--- config.mk ---
export PLATFORM = sky130hd
export DESIGN_NAME = sctx_top
export DESIGN_NICKNAME = d
export VERILOG_FILES = /design/src/rtl/sctx_pkg.sv /design/src/rtl/sctx_bitclock.sv /design/src/rtl/sctx_shifter.sv /design/src/rtl/sctx_flags.sv /design/src/rtl/sctx_top.sv
export SDC_FILE = /design/constraint.sdc
export NUM_CORES = 1
export LEC_CHECK = 0
export BUFFER_PORTS_ARGS = -buffer_cell sky130_fd_sc_hd__buf_2
export CORE_ASPECT_RATIO = 0.7
export CORE_MARGIN = 8
export CORE_UTILIZATION = 60
export CTS_CLUSTER_DIAMETER = 80
export CTS_CLUSTER_SIZE = 12
export DETAILED_ROUTE_END_ITERATION = 10
export PLACE_DENSITY = 0.83
export SLEW_MARGIN = 20
export SYNTH_ARGS = -nofsm -noshare
export SYNTH_HDL_FRONTEND = slang
export SYNTH_SLANG_ARGS = --single-unit
--- constraint.sdc ---
create_clock -name clk -period 3.7 [get_ports clk]
set_clock_uncertainty 0.15 [all_clocks]
set_input_delay 0.74 -clock clk [delete_from_list [all_inputs] [get_ports clk]]
set_output_delay 0.74 -clock clk [all_outputs]
set_load 0.03 [all_outputs]
--- src/rtl/sctx_pkg.sv ---
package sctx_pkg;
  typedef enum logic {TX_IDLE, TX_FRAME} tx_state_e;
  // slots after the last data slot: parity, then the listening slot
  localparam int unsigned SC_PARITY_SLOTS = 1;
endpackage

--- src/rtl/sctx_bitclock.sv ---
module sctx_bitclock #(
  parameter int unsigned PW         = 16,
  parameter int unsigned SW         = 4,
  parameter int unsigned ERR_SLOT   = 10,
  parameter int unsigned MIN_PERIOD = 4
) (
  input  logic          clk,
  input  logic          rst,
  input  logic          start_go,
  input  logic          busy,
  input  logic [PW-1:0] period_in,
  input  logic          short_in,
  output logic [SW-1:0] slot,
  output logic          wrap,
  output logic          sample_hit,
  output logic          end_hit
);
  localparam logic [SW-1:0] ERR_S  = SW'(ERR_SLOT);
  localparam logic [SW-1:0] LONG_S = SW'(ERR_SLOT + 2);
  localparam logic [PW-1:0] MINP   = PW'(MIN_PERIOD);

  logic [PW-1:0] per_q, cyc_q, half;
  logic [SW-1:0] slot_q;
  logic          short_q;

  assign half = per_q >> 1;
  assign wrap = (cyc_q == per_q - 1'b1);
  assign slot = slot_q;

  always_ff @(posedge clk) begin
    if (rst) begin
      per_q   <= MINP;
      cyc_q   <= '0;
      slot_q  <= '0;
      short_q <= 1'b0;
    end else if (start_go) begin
      per_q   <= (period_in < MINP) ? MINP : period_in;
      short_q <= short_in;
      cyc_q   <= '0;
      slot_q  <= '0;
    end else if (busy) begin
      if (wrap) begin
        cyc_q  <= '0;
        slot_q <= slot_q + 1'b1;
      end else begin
        cyc_q <= cyc_q + 1'b1;
      end
    end
  end

  assign sample_hit = busy && (slot_q == ERR_S) && (cyc_q == half);

  always_comb begin
    if (short_q) end_hit = busy && (slot_q == ERR_S) && wrap;
    else         end_hit = busy && (slot_q == LONG_S) && (cyc_q == half - 1'b1);
  end
endmodule

--- src/rtl/sctx_shifter.sv ---
module sctx_shifter #(
  parameter int unsigned DW = 8,
  parameter int unsigned SW = 4
) (
  input  logic          clk,
  input  logic          rst,
  input  logic          load,
  input  logic [DW-1:0] din,
  input  logic          wrap,
  input  logic [SW-1:0] slot,
  input  logic          stop,
  output logic          pull_low
);
  localparam logic [SW-1:0] LAST_DATA = SW'(DW);
  localparam logic [SW-1:0] PAR_SLOT  = SW'(DW + 1);

  logic [DW-1:0] sh_q;
  logic          par_q;
  logic [SW-1:0] nslot;

  assign nslot = slot + 1'b1;

  always_ff @(posedge clk) begin
    if (rst) begin
      sh_q     <= '0;
      par_q    <= 1'b0;
      pull_low <= 1'b0;
    end else if (load) begin
      sh_q     <= din;
      par_q    <= ^din;
      pull_low <= 1'b1;
    end else if (stop) begin
      pull_low <= 1'b0;
    end else if (wrap) begin
      if (nslot != '0 && nslot <= LAST_DATA) begin
        pull_low <= ~sh_q[0];
        sh_q     <= sh_q >> 1;
      end else if (nslot == PAR_SLOT) begin
        pull_low <= ~par_q;
      end else begin
        pull_low <= 1'b0;
      end
    end
  end
endmodule

--- src/rtl/sctx_flags.sv ---
module sctx_flags #(
  parameter int unsigned DW = 8
) (
  input  logic          clk,
  input  logic          rst,
  input  logic          wr_en,
  input  logic [DW-1:0] wr_data,
  input  logic          start_go,
  input  logic          finish_ok,
  input  logic          err_hit,
  input  logic          err_clr,
  output logic [DW-1:0] hold_q,
  output logic          hold_empty,
  output logic          tx_done,
  output logic          err_flag
);
  always_ff @(posedge clk) begin
    if (rst) begin
      hold_q     <= '0;
      hold_empty <= 1'b1;
      tx_done    <= 1'b1;
      err_flag   <= 1'b0;
    end else begin
      if (wr_en && hold_empty) begin
        hold_q     <= wr_data;
        hold_empty <= 1'b0;
      end else if (finish_ok) begin
        hold_empty <= 1'b1;
      end
      if (finish_ok)     tx_done <= 1'b1;
      else if (start_go) tx_done <= 1'b0;
      if (err_hit)       err_flag <= 1'b1;
      else if (err_clr)  err_flag <= 1'b0;
    end
  end
endmodule

--- src/rtl/sctx_top.sv ---
module sctx_top #(
  parameter int unsigned DW = 8,
  parameter int unsigned PW = 16
) (
  input  logic          clk,
  input  logic          rst,
  input  logic [PW-1:0] bit_period,
  input  logic          guard_short,
  input  logic          tx_irq_en,
  input  logic          err_irq_en,
  input  logic          wr_en,
  input  logic [DW-1:0] wr_data,
  input  logic          err_clr,
  input  logic          pad_sense,
  output logic          pad_pull_low,
  output logic          hold_empty,
  output logic          tx_done,
  output logic          err_flag,
  output logic          tx_irq,
  output logic          err_irq
);
  import sctx_pkg::*;

  localparam int unsigned ERR_SLOT = DW + 1 + SC_PARITY_SLOTS;
  localparam int unsigned SW       = $clog2(ERR_SLOT + 3);

  tx_state_e     state_q;
  logic          err_seen_q;
  logic          start_go, finish_ok, err_hit, busy;
  logic          wrap, sample_hit, end_hit;
  logic [SW-1:0] slot;
  logic [DW-1:0] hold_q;

  assign busy      = (state_q == TX_FRAME);
  assign start_go  = (!busy && !hold_empty) || (end_hit && err_seen_q);
  assign finish_ok = end_hit && !err_seen_q;
  assign err_hit   = sample_hit && !pad_sense;

  always_ff @(posedge clk) begin
    if (rst) begin
      state_q    <= TX_IDLE;
      err_seen_q <= 1'b0;
    end else begin
      if (start_go)       state_q <= TX_FRAME;
      else if (finish_ok) state_q <= TX_IDLE;
      if (start_go)       err_seen_q <= 1'b0;
      else if (err_hit)   err_seen_q <= 1'b1;
    end
  end

  sctx_bitclock #(.PW(PW), .SW(SW), .ERR_SLOT(ERR_SLOT), .MIN_PERIOD(4)) u_clk (
    .clk(clk), .rst(rst), .start_go(start_go), .busy(busy),
    .period_in(bit_period), .short_in(guard_short),
    .slot(slot), .wrap(wrap), .sample_hit(sample_hit), .end_hit(end_hit)
  );

  sctx_shifter #(.DW(DW), .SW(SW)) u_shift (
    .clk(clk), .rst(rst), .load(start_go), .din(hold_q),
    .wrap(wrap), .slot(slot), .stop(finish_ok), .pull_low(pad_pull_low)
  );

  sctx_flags #(.DW(DW)) u_flags (
    .clk(clk), .rst(rst), .wr_en(wr_en), .wr_data(wr_data),
    .start_go(start_go), .finish_ok(finish_ok), .err_hit(err_hit),
    .err_clr(err_clr), .hold_q(hold_q), .hold_empty(hold_empty),
    .tx_done(tx_done), .err_flag(err_flag)
  );

  assign tx_irq  = tx_irq_en && tx_done;
  assign err_irq = err_irq_en && err_flag;
endmodule

==> impl_metrics.csv, run 1 <==
group,metric,value,unit
sta,rsz0062_at_grt,"no",
route,wl,11300,µm
floorplan,ios,38,
sta,tns,0,ns
sta,slew_violations,0,
global_route,track_usage,24.4,%
logic_synthesis,synth_area,3960,µm²
power,p_comb_share,21.0,%
setup_path,ff2ff_path_depth,10,
logic_synthesis,synth_top_family_by_area,"simple AND/OR/NAND/NOR gates",
placement,placed_area,4220,µm²
cells_and_area,nets,559,
sta,relSlewSlack,53.9,%
sta,timing.final.crit_share,93.8,%
floorplan,initial_core_util,62.8,%
floorplan,rows,24,
sta,hold_viol,0,
power,vdd_ir_drop_max,0.246,mV
sta,min_period,3.47,ns
power,p_int,1.07,mW
route,detail-route-antenna-nets,0,
setup_path,critical_path_class,"reg -> reg",
cells_and_area,layout-drive-gt1-share,17.9,%
worst_hold_path,hold_depth,2,
power,p_switching,0.531,mW
placement,gp_congestion,0.970,
sta,finalSetupViolCount,0,
cts,clkTransAtPathRegs,0.08,ns
route,drtIter0Drc,315,
power,power.density,363,nW/µm²
sta,worst_pin_slew,0.691,ns
placement,dp_slack,0.230,ns
setup_path,critPathLaunchType,"flop",
logic_synthesis,synthAdderAreaFrac,2.21,%
power,pwr-share-clk,35.0,%
placement,io_buffers,37,
logic_synthesis,ys_types,67,
logic_synthesis,synth-edff-count,0,
setup_path,rrSetupSlack,0.23,ns
setup_path,cp_max_fo,8,
sta,setup_ws,0.231,ns
logic_synthesis,yosysWarnings,0,
logic_synthesis,synth_mux_area_share,2.59,%
cells_and_area,area_delta_synth_final,11.2,%
cts,cts_tree,"done",
global_route,use_met3,8.02,%
cells_and_area,postLayoutCellArea,4400,µm²
route,dr_total_vias,3810,
setup_path,cp.required,3.81,ns
floorplan,die_x,113,µm
logic_synthesis,synthCells,490,
worst_hold_path,worstHoldStart,"u_shift.sh_q[7]",
setup_path,worstPathArrival,3.58,ns
setup_path,r2r-end,"u_shift.sh_q[4]",
sta,hold-worst-slack,0.327,ns
cells_and_area,fillers,524,
sta,fmax,288,MHz
route,wl_per_cell,18.8,µm
setup_path,r2r_start,"u_clk.per_q[1]",
logic_synthesis,synth-compound-area-share,16.6,%
global_route,use_met2,34.2,%
floorplan,die_h,84.0,µm
run_status,status,"finished, final reports clean",
flow_run,timing.max_cap.violations,0,
global_route,grt_pass1_wl,18700,µm
cts,clk_latency,0.36,ns
logic_synthesis,ys_ff_latch,60,
logic_synthesis,yosys.area_share.xor_xnor,15.3,%
route,avgViaCountPerCell,6.32,
floorplan,coreArea,6310,µm²
setup_path,end_kind,"flop",
power,seqPwrFrac,44.0,%
power,switching_share,33.2,%
logic_synthesis,syn_nets,529,
logic_synthesis,ys_seq_area_share,30.3,%
cts,clockBufferDepth,2,
global_route,grt_max_degree,39,
cts,h-tree-depth,3,
global_route,antenna_found_initial,0,
cts,root_buffer,"clkbuf_8",
global_route,grt_pass1_vias,3656,
logic_synthesis,async_flop_share,0,%
global_route,grt-ovfl-total,0,
cts,cts_hold_buffers,0,
worst_hold_path,min_to,"u_shift.sh_q[7]",
worst_hold_path,min_path_type,"reg -> reg",
placement,dp_hpwl,8600,µm
cts,cts.sinks,60,
global_route,grt_busiest_layer,"met1",
logic_synthesis,syn_area_per_cell,8.08,µm²
power,power.leakage,1.74,nW
cts,cts_buffers,9,
floorplan,die_area,9500,µm²
logic_synthesis,yosys.area_share.simple,27.0,%
route,drc,0,
power,total_power,1.60,mW
global_route,met1_usage,34.7,%
logic_synthesis,synth_flop_cell,"dfxtp_1",
cells_and_area,diodes,0,
route,drtPass1Iterations,5,
## flip-flops by register name (all words and copies together), names as in the netlist
register and flops:
u_shift.sh_q 8, u_clk.cyc_q 16, u_clk.slot 4, u_flags.tx_done 1
u_shift.par_q 1, u_flags.hold_q 8, u_flags.hold_empty 1, u_clk.short_q 1
u_clk.per_q 16, u_shift.pull_low 1, err_seen_q 1, u_flags.err_flag 1
busy 1
## power by group through the flow
stage                     clock, mW  combinational, mW  sequential (mW)
after detailed placement          0              0.326            0.718
after global placement            0              0.322            0.716
after global routing          0.599              0.366            0.708
final                         0.559              0.336            0.705
after floorplan                   0              0.236            0.711
after CTS                     0.569              0.329            0.703
## how the worst max path moves through the flow
stage | cells past startpoint | startpoint | to | slack (ns)
after CTS | 10 | u_clk.per_q[2] | u_shift.sh_q[4] | 0.18
final | 10 | u_clk.per_q[1] | u_shift.sh_q[4] | 0.23
after global placement | 10 | u_clk.per_q[2] | u_shift.sh_q[0] | 0.44
after global routing | 10 | u_clk.per_q[1] | u_shift.sh_q[4] | 0.04
after detailed placement | 10 | u_clk.per_q[2] | u_shift.sh_q[5] | 0.23
after floorplan | 12 | u_clk.per_q[2] | u_flags.tx_done | 0.60
## repair_timing
action / 4_1_cts / 5_1_grt
buffers inserted: 0 / 0
setup endpoints to repair: 0 / 7
resized for setup: 0 / 1
## cell families after synthesis
logic type,count (synthesis)
buffers and inverters,51
flip-flops,60
adder cells (fa/ha/maj),7
AND/OR/NAND/NOR,191
AO/OA/AOI/OAI,102
multiplexers,10
XOR/XNOR,69
## worst max-delay path, cell delays in order (launching register included)
cell      delay, ns
dfxtp_1        0.39
inv_1          0.14
ha_1           0.26
nor3b_2        0.40
nand2_1        0.12
a221o_1        0.35
nor4_1         0.52
and3b_1        0.32
nand3_2        0.26
mux2i_1        0.20
a211oi_1       0.26
## metrics by stage
stage	std cells	util, %
6_report	603	69.8
5_1_grt	603	69.8
4_1_cts	603	69.8
3_5_place_dp	587	67.0
3_3_place_gp	587	67.0
2_1_floorplan	490	-
## cell usage in the layout, fill, tap and decap left out, types with 3 or more instances in the layout
cell / instances
inv_1: 11
nor4b_1: 3
nand2b_1: 5
nor3_1: 28
a21oi_1: 43
mux2i_1: 8
a211oi_1: 11
nand3b_1: 3
a311oi_1: 4
nand2_1: 29
xnor2_1: 38
ha_1: 7
buf_4: 21
inv_6: 3
nand4_1: 10
buf_2: 37
clkbuf_8: 9
or3_1: 5
nor4_1: 11
or4_1: 3
nor2b_1: 7
and2_1: 3
xor2_1: 31
and3_1: 10
dfxtp_1: 60
o21ai_0: 17
nor2_1: 23
nand3_1: 34
## synthesized netlist by cell type (7+ instances only)
| cell type | count | area share, % |
|---|---|---|
| ha_1 | 7 | 2.2 |
| o21ai_0 | 17 | 2.1 |
| inv_1 | 11 | 1.0 |
| xor2_1 | 31 | 6.9 |
| a211oi_1 | 11 | 2.1 |
| buf_1 | 7 | 0.66 |
| nor4_1 | 11 | 1.7 |
| a21oi_1 | 43 | 5.4 |
| buf_2 | 10 | 1.3 |
| mux2i_1 | 8 | 2.0 |
| nand2_1 | 29 | 2.7 |
| nor2b_1 | 7 | 1.1 |
| clkbuf_1 | 16 | 1.5 |
| nand3_1 | 34 | 4.3 |
| and3_1 | 10 | 1.6 |
| nor3_1 | 28 | 3.5 |
| nand4_1 | 10 | 1.6 |
| xnor2_1 | 38 | 8.4 |
| nor2_1 | 23 | 2.2 |
| dfxtp_1 | 60 | 30 |
## routing by layer
| metal | routed length (µm) | vias to the layer above |
|---|---|---|
| li1 | - | 1833 |
| met1 | 5360 | 1764 |
| met2 | 4660 | 195 |
| met3 | 1160 | 18 |
| met4 | 136 | 0 |
| met5 | 0 | - |
## area by class of cell
class / instances / area, µm² / area share [%]
clock inverters: 7 / 57.6 / 1.31
multi-input cells: 379 / 2520 / 57.2
flip-flops and latches: 60 / 1200 / 27.3
inverters: 11 / 41.3 / 0.938
well taps: 78 / 97.6 / 2.22
repair buffers: 59 / 363 / 8.24
clock buffers: 9 / 124 / 2.81
(Power assumes the default switching activity.)
==> run 2: changes to the inputs <==
- BUFFER_PORTS_ARGS: -buffer_cell sky130_fd_sc_hd__buf_2 -> unset
- DONT_BUFFER_PORTS: unset -> 1
- PLACE_DENSITY: 0.83 -> 0.78
==> run 2 against run 1 <==
  * Count of clock-buffer cells in the layout rose by 2
  * Non-clock buffer count fell by 46
  * Register-to-register slack barely moved
  * Critical path type unchanged
  * Sequential power rose by 3%
  * Largest cell class unchanged
  * Flip-flop and latch count did not move
==> impl_metrics.csv, run 2 (synthesis gave the netlist of run 1 again) <==
group,metric,value,unit
power,pwr-share-clk,35.2,%
floorplan,ios,38,
sta,worst_pin_slew,0.756,ns
placement,dp_slack,0.183,ns
setup_path,critPathLaunchType,"flop",
placement,gp_congestion,0.948,
power,seqPwrFrac,47.1,%
cells_and_area,reg_top3,"u_clk.cyc_q (16), u_clk.per_q (16)",
cts,h-tree-depth,3,
power,p_switching,0.466,mW
cells_and_area,fillers,561,
cts,post-cts-setup-buffer-count,0,
worst_hold_path,min_path_type,"in -> reg",
floorplan,initial_core_util,62.8,%
power,power.density,371,nW/µm²
floorplan,die_h,84.0,µm
sta,timing.final.crit_share,93.5,%
floorplan,coreArea,6310,µm²
setup_path,critical_path_class,"reg -> reg",
cts,cts.sinks,60,
power,p_int,1.07,mW
global_route,grt_max_degree,39,
placement,dp_hpwl,8090,µm
placement,placed_area,3960,µm²
floorplan,die_x,113,µm
sta,tns,0,ns
sta,min_period,3.46,ns
setup_path,cp.required,3.79,ns
route,dr_total_vias,3616,
cts,cts_tree,"done",
sta,finalSetupViolCount,0,
floorplan,die_area,9500,µm²
worst_hold_path,worstHoldStart,"rst",
cts,root_buffer,"clkbuf_8",
sta,slew_violations,0,
sta,setup_ws,0.241,ns
route,wl,10800,µm
floorplan,rows,24,
global_route,grt_pass1_wl,17400,µm
power,p_comb_share,17.7,%
setup_path,critPathLaunch,"u_clk.per_q[1]",
cells_and_area,final_common_cell,"dfxtp_1",
global_route,grt-ovfl-total,0,
cells_and_area,nets,513,
cells_and_area,most-common-layout-cells,"dfxtp_1, a21oi_1, xnor2_1",
flow_run,timing.max_cap.violations,0,
route,drtIter0Drc,380,
setup_path,worstPathArrival,3.55,ns
cts,clkTransAtPathRegs,0.07,ns
sta,relSlewSlack,49.5,%
cts,clockBufferDepth,2,
cells_and_area,diodes,0,
route,wl_per_cell,19.4,µm
sta,rsz0062_at_grt,"no",
power,total_power,1.53,mW
route,detail-route-antenna-nets,0,
global_route,grt_pass1_vias,3381,
setup_path,r2r_start,"u_clk.per_q[1]",
route,drc,0,
run_status,status,"finished, final reports clean",
route,avgViaCountPerCell,6.50,
cells_and_area,area_delta_synth_final,4.45,%
cts,clk_latency,0.34,ns
sta,hold_viol,0,
setup_path,end_kind,"flop",
global_route,antenna_found_initial,0,
cts,cts_buffers,9,
setup_path,cp_max_fo,8,
sta,fmax,289,MHz
cells_and_area,postLayoutCellArea,4140,µm²
global_route,track_usage,22.6,%
power,vdd_ir_drop_max,0.218,mV
power,power.leakage,1.55,nW
power,switching_share,30.4,%
route,drtPass1Iterations,5,
placement,io_buffers,0,
cells_and_area,layout-drive-gt1-share,10.0,%
## run 2: cell types whose count changed in the layout (fill, tap and decap cells not counted), sizes merged
cell,before,now
buf,59,13
inv,15,11
clkbuf,9,11
clkinv,1,2
## run 2: critical path, cell delays in order (launching register included)
cell and delay, ns:
dfxtp_1 0.38, inv_1 0.13, ha_1 0.25, nor3b_2 0.42, nand2_1 0.13, a221o_1 0.33
nor4_1 0.50, and3b_1 0.32, nand3_2 0.28, mux2i_1 0.22, a211oi_1 0.26
## run 2: what timing repair did
item	4_1_cts	5_1_grt
endpoints found under the hold margin	0	0
endpoints found under the setup margin	0	7
hold buffers	0	0
gates resized for setup	0	2
## run 2: power groups by stage
| stage | combinational (mW) | sequential, mW | clock (mW) |
|---|---|---|---|
| 4_1_cts | 0.267 | 0.721 | 0.546 |
| 6_report | 0.272 | 0.723 | 0.540 |
| 3_3_place_gp | 0.263 | 0.734 | 0 |
| 3_5_place_dp | 0.266 | 0.736 | 0 |
| 5_1_grt | 0.297 | 0.726 | 0.580 |
| 2_1_floorplan | 0.236 | 0.711 | 0 |
## run 2: final cells by class
| type | count | area [µm²] | share of cell area [%] |
|---|---|---|---|
| clock buffer | 11 | 151 | 3.66 |
| clock inverter | 4 | 25.0 | 0.605 |
| inverter | 11 | 41.3 | 0.998 |
| multi-input combinational | 379 | 2520 | 61.0 |
| sequential | 60 | 1200 | 29.0 |
| tap | 78 | 97.6 | 2.36 |
| timing repair buffer | 13 | 97.6 | 2.36 |
## run 2: metal layers
metal  vias to the layer above  track usage [%]  wire length (µm)
met3                        19             4.91               856
met1                      1724             32.7              5230
met2                       144             31.6              4490
met5                         -                0                 0
li1                       1729                -                 -
met4                         0             7.71               182
## run 2: final timing paths
path                             to  slack, ns  cells past startpoint
setup / recovery    u_shift.sh_q[6]       0.24                     10
hold / removal    u_flags.hold_q[2]       0.31                      1
setup reg to reg    u_shift.sh_q[6]       0.24                     10
hold reg to reg     u_shift.sh_q[7]       0.32                      2
## run 2: per-stage QoR
stage | hold slack, ns | cells | util, %
2_1_floorplan | 0.300 | 490 | -
3_3_place_gp | 0.308 | 541 | 62.8
3_5_place_dp | 0.319 | 541 | 62.8
4_1_cts | 0.303 | 556 | 65.6
5_1_grt | 0.300 | 556 | 65.6
6_report | 0.312 | 556 | 65.6
